File: src/rtl/pix_pack_pkg.sv
package pix_pack_pkg;
  typedef enum logic [1:0] {ST_IDLE, ST_ARMED, ST_CAPT} cap_state_e;
  typedef enum logic {PACK_8B = 1'b0, PACK_16B = 1'b1} pack_mode_e;
endpackage

File: src/rtl/pix_frame_ctrl.sv
module pix_frame_ctrl
  import pix_pack_pkg::*;
(
  input  logic clk_i,
  input  logic rst_ni,
  input  logic fv_i,
  input  logic lv_i,
  input  logic trig_i,
  input  logic mode_i,
  output logic start_o,
  output logic pix_vld_o,
  output logic frame_end_o,
  output logic mode_o
);
  cap_state_e state_q;
  logic       fv_q;
  logic       mode_q;
  logic       fv_rise;

  assign fv_rise     = fv_i & ~fv_q;
  assign start_o     = (state_q == ST_ARMED) && fv_rise;
  assign frame_end_o = (state_q == ST_CAPT) && !fv_i;
  assign pix_vld_o   = lv_i && (start_o || ((state_q == ST_CAPT) && fv_i));
  assign mode_o      = start_o ? mode_i : mode_q;

  // fv_q resets high so a frame already running at reset release is not a rise
  always_ff @(posedge clk_i or negedge rst_ni) begin
    if (!rst_ni) begin
      state_q <= ST_IDLE;
      fv_q    <= 1'b1;
      mode_q  <= 1'b0;
    end else begin
      fv_q <= fv_i;
      unique case (state_q)
        ST_IDLE:  if (trig_i) state_q <= ST_ARMED;
        ST_ARMED: if (fv_rise) begin
          state_q <= ST_CAPT;
          mode_q  <= mode_i;
        end
        ST_CAPT:  if (!fv_i) state_q <= ST_IDLE;
        default:  state_q <= ST_IDLE;
      endcase
    end
  end

  assert_capt_entry_R8: assert property (@(posedge clk_i) disable iff (!rst_ni)
    (state_q == ST_CAPT && $past(state_q) != ST_CAPT) |-> $past(fv_i && !fv_q && state_q == ST_ARMED));
endmodule

File: src/rtl/pix_lane_packer.sv
module pix_lane_packer
  import pix_pack_pkg::*;
#(
  parameter int PIX_W  = 12,
  parameter int WORD_W = 64
) (
  input  logic              clk_i,
  input  logic              rst_ni,
  input  logic              start_i,
  input  logic              pix_vld_i,
  input  logic [PIX_W-1:0]  pix_i,
  input  logic              mode_i,
  input  logic              flush_i,
  output logic              word_vld_o,
  output logic [WORD_W-1:0] word_o
);
  localparam int LANES8  = WORD_W / 8;
  localparam int LANES16 = WORD_W / 16;
  localparam int LANE_W  = $clog2(LANES8);

  logic [LANE_W-1:0] lane_q, lane_cur;
  logic [WORD_W-1:0] acc_q, acc_cur, acc_nxt;
  logic              last;

  assign lane_cur = start_i ? '0 : lane_q;
  assign acc_cur  = start_i ? '0 : acc_q;

  always_comb begin
    acc_nxt = acc_cur;
    if (mode_i == PACK_16B) begin
      acc_nxt[lane_cur*16 +: 16] = {{(16-PIX_W){1'b0}}, pix_i};
      last = (lane_cur == LANE_W'(LANES16-1));
    end else begin
      acc_nxt[lane_cur*8 +: 8] = pix_i[PIX_W-1 -: 8];
      last = (lane_cur == LANE_W'(LANES8-1));
    end
  end

  always_ff @(posedge clk_i or negedge rst_ni) begin
    if (!rst_ni) begin
      lane_q     <= '0;
      acc_q      <= '0;
      word_vld_o <= 1'b0;
      word_o     <= '0;
    end else begin
      word_vld_o <= 1'b0;
      if (pix_vld_i) begin
        if (last) begin
          word_vld_o <= 1'b1;
          word_o     <= acc_nxt;
          acc_q      <= '0;
          lane_q     <= '0;
        end else begin
          acc_q  <= acc_nxt;
          lane_q <= lane_cur + 1'b1;
        end
      end else if (flush_i) begin
        if (lane_q != '0) begin
          word_vld_o <= 1'b1;
          word_o     <= acc_q;
        end
        acc_q  <= '0;
        lane_q <= '0;
      end else if (start_i) begin
        acc_q  <= '0;
        lane_q <= '0;
      end
    end
  end

  assert_word_src_R3: assert property (@(posedge clk_i) disable iff (!rst_ni)
    word_vld_o |-> $past(pix_vld_i || flush_i));
endmodule

File: src/rtl/pix_burst_cmd.sv
module pix_burst_cmd #(
  parameter int WORD_W      = 64,
  parameter int BURST_WORDS = 32,
  parameter int ADDR_W      = 30,
  parameter int CNT_W       = $clog2(BURST_WORDS+1)
) (
  input  logic              clk_i,
  input  logic              rst_ni,
  input  logic              start_i,
  input  logic [ADDR_W-1:0] base_i,
  input  logic              word_vld_i,
  input  logic              flush_i,
  output logic              cmd_en_o,
  output logic [ADDR_W-1:0] cmd_addr_o,
  output logic [CNT_W-1:0]  cmd_words_o
);
  localparam int BURST_BYTES = BURST_WORDS * WORD_W / 8;

  logic [CNT_W-1:0]  cnt_q, cnt_nxt;
  logic [ADDR_W-1:0] addr_q;
  logic              issue;

  assign cnt_nxt = cnt_q + CNT_W'(word_vld_i);
  assign issue   = (cnt_nxt == CNT_W'(BURST_WORDS)) || (flush_i && cnt_nxt != '0);

  always_ff @(posedge clk_i or negedge rst_ni) begin
    if (!rst_ni) begin
      cnt_q       <= '0;
      addr_q      <= '0;
      cmd_en_o    <= 1'b0;
      cmd_addr_o  <= '0;
      cmd_words_o <= '0;
    end else begin
      cmd_en_o <= 1'b0;
      if (start_i) begin
        cnt_q  <= '0;
        addr_q <= base_i;
      end else if (issue) begin
        cmd_en_o    <= 1'b1;
        cmd_addr_o  <= addr_q;
        cmd_words_o <= cnt_nxt;
        cnt_q       <= '0;
        addr_q      <= addr_q + ADDR_W'(BURST_BYTES);
      end else if (flush_i) begin
        cnt_q <= '0;
      end else begin
        cnt_q <= cnt_nxt;
      end
    end
  end

  assert_full_burst_R6: assert property (@(posedge clk_i) disable iff (!rst_ni)
    (cmd_en_o && !$past(flush_i)) |-> cmd_words_o == CNT_W'(BURST_WORDS));
  assert_cmd_nonzero_R7: assert property (@(posedge clk_i) disable iff (!rst_ni)
    cmd_en_o |-> (cmd_words_o != '0 && cmd_words_o <= CNT_W'(BURST_WORDS)));
endmodule

File: src/rtl/pix_pack_writer.sv
module pix_pack_writer #(
  parameter int PIX_W       = 12,
  parameter int WORD_W      = 64,
  parameter int BURST_WORDS = 32,
  parameter int ADDR_W      = 30,
  localparam int CNT_W      = $clog2(BURST_WORDS+1)
) (
  input  logic              clk_i,
  input  logic              rst_ni,
  input  logic [PIX_W-1:0]  pix_i,
  input  logic              fv_i,
  input  logic              lv_i,
  input  logic              trig_i,
  input  logic              mode_i,
  input  logic [ADDR_W-1:0] base_addr_i,
  output logic              wr_en_o,
  output logic [WORD_W-1:0] wr_data_o,
  output logic              cmd_en_o,
  output logic [ADDR_W-1:0] cmd_addr_o,
  output logic [CNT_W-1:0]  cmd_words_o,
  output logic              frame_done_o
);
  logic start, pix_vld, frame_end, mode_eff, flush_d;

  pix_frame_ctrl u_ctrl (
    .clk_i, .rst_ni, .fv_i, .lv_i, .trig_i, .mode_i,
    .start_o(start), .pix_vld_o(pix_vld), .frame_end_o(frame_end), .mode_o(mode_eff)
  );

  pix_lane_packer #(.PIX_W(PIX_W), .WORD_W(WORD_W)) u_pack (
    .clk_i, .rst_ni, .start_i(start), .pix_vld_i(pix_vld), .pix_i, .mode_i(mode_eff),
    .flush_i(frame_end), .word_vld_o(wr_en_o), .word_o(wr_data_o)
  );

  // flush follows the last data word by one cycle so it is counted
  always_ff @(posedge clk_i or negedge rst_ni) begin
    if (!rst_ni) begin
      flush_d      <= 1'b0;
      frame_done_o <= 1'b0;
    end else begin
      flush_d      <= frame_end;
      frame_done_o <= flush_d;
    end
  end

  pix_burst_cmd #(.WORD_W(WORD_W), .BURST_WORDS(BURST_WORDS), .ADDR_W(ADDR_W), .CNT_W(CNT_W)) u_cmd (
    .clk_i, .rst_ni, .start_i(start), .base_i(base_addr_i), .word_vld_i(wr_en_o),
    .flush_i(flush_d), .cmd_en_o, .cmd_addr_o, .cmd_words_o
  );

  assert_done_pulse_R9: assert property (@(posedge clk_i) disable iff (!rst_ni)
    frame_done_o |=> !frame_done_o);
endmodule

File: config.mk
export PLATFORM = sky130hd
export DESIGN_NAME = pix_pack_writer
export DESIGN_NICKNAME = d
export VERILOG_FILES = /design/src/rtl/pix_pack_pkg.sv /design/src/rtl/pix_frame_ctrl.sv /design/src/rtl/pix_lane_packer.sv /design/src/rtl/pix_burst_cmd.sv /design/src/rtl/pix_pack_writer.sv
export SDC_FILE = /design/constraint.sdc
export NUM_CORES = 1
export LEC_CHECK = 0
export BUFFER_PORTS_ARGS = -buffer_cell sky130_fd_sc_hd__buf_2
export CAP_MARGIN = 20
export CORE_MARGIN = 2
export CORE_UTILIZATION = 45
export CTS_CLUSTER_DIAMETER = 40
export DETAILED_ROUTE_END_ITERATION = 6
export GPL_ROUTABILITY_DRIVEN = 0
export PLACE_DENSITY = 0.64
export SYNTH_ARGS = -nofsm -noshare
export SYNTH_HDL_FRONTEND = slang
export SYNTH_HIERARCHICAL = 1
export SYNTH_SLANG_ARGS = --single-unit
File: constraint.sdc
create_clock -name clk_i -period 3.6 [get_ports clk_i]
set_input_delay 0.72 -clock clk_i [delete_from_list [all_inputs] [get_ports clk_i]]
set_output_delay 0.72 -clock clk_i [all_outputs]
set_load 0.02 [all_outputs]
; After elaboration in Yosys (flattened, before gate mapping)
; Index checks and enable logic that the tools add are counted.
[word_totals]
latchBits = 0
output_inout_bits = 103
romBits = 0
reg_bits = 211
ram_bits = 0
n_memories = 0
in_bits = 48
word_cells = 85
[classes]
addsub = 5
n_mul = 0
n_bitwise = 3
magnitude_cmp = 0
n_eq_ne = 9
muxes = 32
shift = 4
reduce_logical = 18
n_div = 0
[ops]
columns = op, n
row1 = 2-to-1 mux 64 bit, 9
row2 = bitwise mux 64 bit, 2
row3 = "variable shift 16 x 34 -> 64 bit, first input constant", 1
row4 = "variable shift 8 x 34 -> 64 bit, first input constant", 1
row5 = indexed part select 16 x 34 -> 64 bit, 1
row6 = indexed part select 8 x 34 -> 64 bit, 1
row7 = 2-to-1 mux 30 bit, 2
row8 = negation 6 -> 34 bit, 1
row9 = negation 7 -> 34 bit, 1
row10 = "adder 30 x 9 -> 30 bit, second input constant", 1
row11 = 2-to-1 mux 6 bit, 3
row12 = 2-to-1 mux 3 bit, 4
row13 = 2-to-1 mux 1 bit, 8
row14 = adder 6 x 1 -> 6 bit, 1
row15 = "equality test 6 bit, second input constant", 1
row16 = 2-to-1 mux 2 bit, 3
row17 = case mux 2 bit (3 select lines), 1
row18 = AND reduction 3 bit, 2
row19 = nonzero test 2 bit, 3
row20 = nonzero test 6 bit, 1
row21 = logical AND 1 bit, 5
row22 = "inequality test 2 x 1 -> 1 bit, second input constant", 2
row23 = "inequality test 2 bit, second input constant", 2
row24 = AND reduction 2 bit, 2
row25 = 11 further kinds, 13

; Logic depth before layout (Yosys ltp)
[depth]
ltp_word = 10
mapped_depth = 16

; Cells and area by module
; The synthesis kept the hierarchy.
[by_module_without_submodules]
columns = module, n_inst, cells_per_inst, area_per_inst_um2
row1 = pix_lane_packer, 1, 826, 7649.8
row2 = pix_burst_cmd, 1, 294, 3533.4
row3 = pix_frame_ctrl, 1, 14, 178.9
row4 = pix_pack_writer, 1, 2, 50.0

; Worst setup path before layout
; Ideal clock, no wire load.
[synth_path]
path_kind = in2reg
startpoint = input fv_i
endpoint = register u_pack.word_o[58]
cell_stages = 15
arrival_time_ns = 3.340
path_slack_ns = 0.133
required_time_ns = 3.473
cell_sequence = nand4bb_2 > inv_1 > buf_2 > buf_2 > buf_2 > nand2b_1 > ha_1 > ha_1 > buf_2 > buf_4 > nor3b_4 > mux2i_1 > o22a_1 > a21oi_1 > mux2_1
[synth_between]
elab_chain_cells = 9
word_cells_on_any_way = 28
classes_between = add/sub: 2 / eq/ne: 3 / shift: 4 / mux: 9 / bitwise: 1 / reduce/logical: 9
[synth_rtl]
columns = element, line_no
row1 = "start, declared", pix_pack_writer.sv:11  ; input logic fv_i,
row2 = AND 1 bit (*), pix_frame_ctrl.sv:20  ; assign fv_rise = fv_i & ~fv_q;
row3 = logical AND 1 bit (*), pix_frame_ctrl.sv:21  ; assign start_o = (state_q == ST_ARMED) && fv_rise;
row4 = net start, pix_pack_writer.sv:23  ; logic start, pix_vld, frame_end, mode_eff, flush_d;
row5 = 2-to-1 mux 3 bit, -
row6 = negation 7 -> 34 bit / negation 6 -> 34 bit (equally long branches), "pix_lane_packer.sv:31, pix_lane_packer.sv:34"
row7 = "indexed part select 16 x 34 -> 64 bit, or another cell as far along", pix_lane_packer.sv:31  ; acc_nxt[lane_cur*16 +: 16] = {{(16-PIX_W){1'b0}}, pix_i};
row8 = "bitwise mux 64 bit, on equally long branches", "pix_lane_packer.sv:31, pix_lane_packer.sv:34"
row9 = 2-to-1 mux 64 bit, pix_lane_packer.sv:30  ; if (mode_i == PACK_16B) begin
row10 = 2-to-1 mux 64 bit, pix_lane_packer.sv:48  ; if (last) begin
row11 = 2-to-1 mux 64 bit, pix_lane_packer.sv:47  ; if (pix_vld_i) begin
row12 = "end signal, assigned", pix_lane_packer.sv:50  ; word_o <= acc_nxt;
row13 = "end signal, assigned", pix_lane_packer.sv:60  ; word_o <= acc_q;
row14 = "end, declared", pix_lane_packer.sv:15  ; output logic [WORD_W-1:0] word_o
; The timed path passes the listed nets; every way through them passes the cells marked *. The select of a mux whose other input is x is not followed.
; A chain may end at the register's enable or synchronous reset.

; Final worst setup path
[layout_path]
startpoint = register u_ctrl.fv_q
endpoint = register u_pack.acc_q[26]
[layout_between]
elab_chain_cells = 10
word_cells_on_any_way = 23
classes_between = add/sub: 2 / eq/ne: 2 / shift: 4 / mux: 10 / bitwise: 2 / reduce/logical: 3
[layout_rtl]
columns = element, line_no
row1 = "start, declared", pix_frame_ctrl.sv:16  ; logic fv_q;
row2 = "start signal, assigned", pix_frame_ctrl.sv:33  ; fv_q <= fv_i;
row3 = inverter 1 bit (*), pix_frame_ctrl.sv:20
row4 = AND 1 bit (*), pix_frame_ctrl.sv:20
row5 = logical AND 1 bit (*), pix_frame_ctrl.sv:21
row6 = net start, pix_pack_writer.sv:23
row7 = 2-to-1 mux 3 bit, -
row8 = negation 7 -> 34 bit / negation 6 -> 34 bit (equally long branches), "pix_lane_packer.sv:31, pix_lane_packer.sv:34"
row9 = "indexed part select 16 x 34 -> 64 bit, or another cell as far along", pix_lane_packer.sv:31
row10 = "bitwise mux 64 bit, on equally long branches", "pix_lane_packer.sv:31, pix_lane_packer.sv:34"
row11 = 2-to-1 mux 64 bit, pix_lane_packer.sv:30
row12 = 2-to-1 mux 64 bit, pix_lane_packer.sv:48
row13 = 2-to-1 mux 64 bit (*), pix_lane_packer.sv:47
row14 = "end signal, assigned", pix_lane_packer.sv:54  ; acc_q <= acc_nxt;
row15 = "end, declared", pix_lane_packer.sv:22  ; logic [WORD_W-1:0] acc_q, acc_cur, acc_nxt;
; The timed path passes the listed nets; every way through them passes the cells marked *.

==> out/metrics.cfg <==
[flow_run]
maxCapViolations=0

[clock_network]
tritoncts=built
clk_pin_slew_ns=0.05
clock-sinks=211
cts_max_level=2
cts_buffer_depth=3
cts_setup_buffers=0
cts_resized=0
numCtsBuffers=37
clock_latency_ns=0.52
cts.hold.buffers_added=0
root_buffer=clkbuf_16

[yosys]
yosysTopAreaCell=dfrtp_1
synth-seq-cells=211
synth_fp_nets=1191
ys_seq_area_share_pct=46.28
synth_area_leaders=dfrtp_1, mux2_2, o21ai_0
avgSynthCellArea_um2=10.05
ys_async_sr_fraction_pct=100.0
synth_cells=1136
synth_edf_count=0
ys_warn_count=6
synth.top_cells.by_count=dfrtp_1, nand2_1, nor2_1, o21ai_0, mux2_2
syn_area_um2=11410
synth_top_area_share_pct=46.05
ys.flop_type=dfrtp_1
yosysUniqueCellTypes=93
synth_most_common_cell=dfrtp_1

[cells_and_area]
final_cell_count_no_fill=1635
area_growth_pct=20.67
fillers=2225
layout-drive-gt1-share_pct=27.51
fin_nets=1333
antennaDiodeCount=0

[die]
core_area_um2=25040
pin_count=151
start_util_pct=45.58
die_x_um=163.3
rows=58
die_area_um2=26650
fp.dieH_um=163.3

[setup_path]
critPathLaunchType=register
arrival_ns=3.61
worstSetupPathType=register to register
endpoint_kind=register
cp_slowest_cell=dfstp_2
critPathMaxStageDelay_ns=0.53
required_ns=3.97
path_max_fanout=10
crit_chain=nand4bb_2 > inv_2 > nand2b_1 > ha_1 > ha_1 > buf_4 > nand3b_1 > buf_4 > nor3_1 > nor4_1 > a31oi_1 > o21ai_0

[global_routing]
antenna_found_initial=0
grt.total_usage_pct=25.02
gr-total-overflow=0
grt_pass1_wl_um=52640
grt_max_degree=78
grt_pass1_vias=9375

[run_status]
status=finished clean

[sta]
setup_viol=0
rsz0062_at_grt=no
fin_ws_ns=0.3559
fmax_mhz=308.3
fin_skew_ns=0.01414
period_needed_ns=3.244
period_share_pct=90.11
relSlewSlack_pct=23.37
slew_viol_final=0
tns_ns=0
hold_viol_final=0
tightest_slew_ns=1.144

[power]
leakage_nw=6.302
worst_ir_drop_vdd_v=0.0004475
power_density_nw_per_um2=819.6

[drt]
wl_per_cell_um=20.39
firstDrtPassIters=5
antenna_left=0
dr_total_vias=9807
viasPerCell=5.998
routed_wl_um=33340
drc_errors=0
drt_iter0_markers=816

[place]
port-buffer-count=150
post-place-ws_ns=0.1362
dp_hpwl_um=22080
dp_cells=1569

[hold_path]
hold_path_class=primary input to asynchronous set/reset pin

-- through the flow --
| step | hold slack, ns | total power, mW | util (%) | area (um^2) |
|---|---|---|---|---|
| after floorplan | 0.4244 | 6.258 | - | 11410 |
| after global placement | 0.4487 | 7.398 | 49.59 | 12420 |
| after detailed placement | 0.4704 | 7.471 | 49.59 | 12420 |
| after CTS | 0.1886 | 11.34 | 55.00 | 13770 |
| after global routing | 0.1947 | 11.89 | 55.00 | 13770 |
| final | 0.1459 | 11.29 | 55.00 | 13770 |
-- sequential cells by signal (all words and copies together), names as in the netlist --
| signal | count |
|---|---|
| u_cmd/cmd_addr_o | 30 |
| u_ctrl/state_q | 2 |
| u_ctrl/fv_q | 1 |
| u_pack/lane_q | 3 |
| u_cmd/cmd_words_o | 6 |
| u_pack/acc_q | 64 |
| u_pack/word_vld_o | 1 |
| u_cmd/cnt_q | 6 |
| u_cmd/cmd_en_o | 1 |
| frame_done_o | 1 |
| flush_d | 1 |
| u_ctrl/mode_q | 1 |
| u_cmd/addr_q | 30 |
| u_pack/word_o | 64 |
-- cells in the final DEF, fill, tap and decap left out, types with 6 or more instances in the layout --
cell type	instances
dfrtp_1	210
buf_2	149
nand2_1	84
nor2_1	80
o21ai_0	75
mux2_2	56
nand3_1	53
buf_4	48
a21oi_1	40
clkbuf_16	39
a22o_1	35
mux2i_1	29
inv_1	24
a31oi_1	22
nor3_1	17
a21o_1	17
o22ai_1	16
o211ai_1	15
o31ai_1	14
or4_1	14
nor2b_1	14
nand2b_1	12
o22a_1	12
nand4_1	10
and2_1	9
and3_1	9
o21a_1	8
a221o_1	8
nor3b_1	8
o21ai_1	8
bufinv_16	7
ha_1	7
a21boi_0	7
a221oi_1	7
nand3b_1	6
-- report_power, final --
part / switching [mW] / internal (mW)
Clock: 1.25 / 2.57
Combinational: 2.46 / 1.47
Sequential: 0.499 / 3.05
-- path summary, 6_finish.rpt --
| kind | cells after the start | slack (ns) | endpoint | from |
|---|---|---|---|---|
| max | 12 | 0.36 | u_pack/acc_q[26] | u_ctrl/fv_q |
| min | 1 | 0.15 | u_cmd/cmd_addr_o[2] | rst_ni |
| max reg2reg | 12 | 0.36 | u_pack/acc_q[26] | u_ctrl/fv_q |
| min reg2reg | 1 | 0.47 | u_ctrl/state_q[0] | u_ctrl/state_q[1] |
| max in group asynchronous | 2 | 2.45 | u_pack/acc_q[12] | rst_ni |
| min in group clk_i | 1 | 0.35 | u_ctrl/fv_q | fv_i |
-- critical path, delay by kind of cell, from the launching register on --
kind / cells / cell delay, ns
AO/OA/AOI/OAI: 2 / 0.29
adder cells (fa/ha/maj): 2 / 0.73
flip-flops: 1 / 0.53
buffers and inverters: 3 / 0.63
AND/OR/NAND/NOR: 5 / 0.91
-- cells by family (layout without fill, tap and decap cells) --
| kind of cell | count (synthesis) | count (layout) | synth area share [%] |
|---|---|---|---|
| AND/OR/NAND/NOR | 367 | 367 | 17.53 |
| AO/OA/AOI/OAI | 331 | 331 | 20.43 |
| flip-flops | 211 | 211 | 46.28 |
| buffers and inverters | 124 | 293 | 5.920 |
| multiplexers | 91 | 91 | 8.694 |
| adder cells (fa/ha/maj) | 7 | 7 | 0.7674 |
| XOR/XNOR | 5 | 5 | 0.3838 |
-- metal layers --
layer | routed length, um | share of wire, % | global-route usage, %
met2 | 15200 | 46 | 39.45
met3 | 2616 | 7.8 | 4.571
met4 | 848 | 2.5 | 8.045
met1 | 14680 | 44 | 34.94
met5 | 0 | 0 | 0
-- area by class of cell --
type                       instances  area (um^2)  area share (%)
clock inverter                    21        316.6           2.299
timing repair buffer             199         1141           8.286
sequential                       211         5281           38.35
clock buffer                      45         1039           7.541
tap                              330        412.9           2.998
inverter                          28        105.1          0.7632
multi-input combinational        801         5475           39.76
Note: power is estimated with default switching activity, not from simulation.
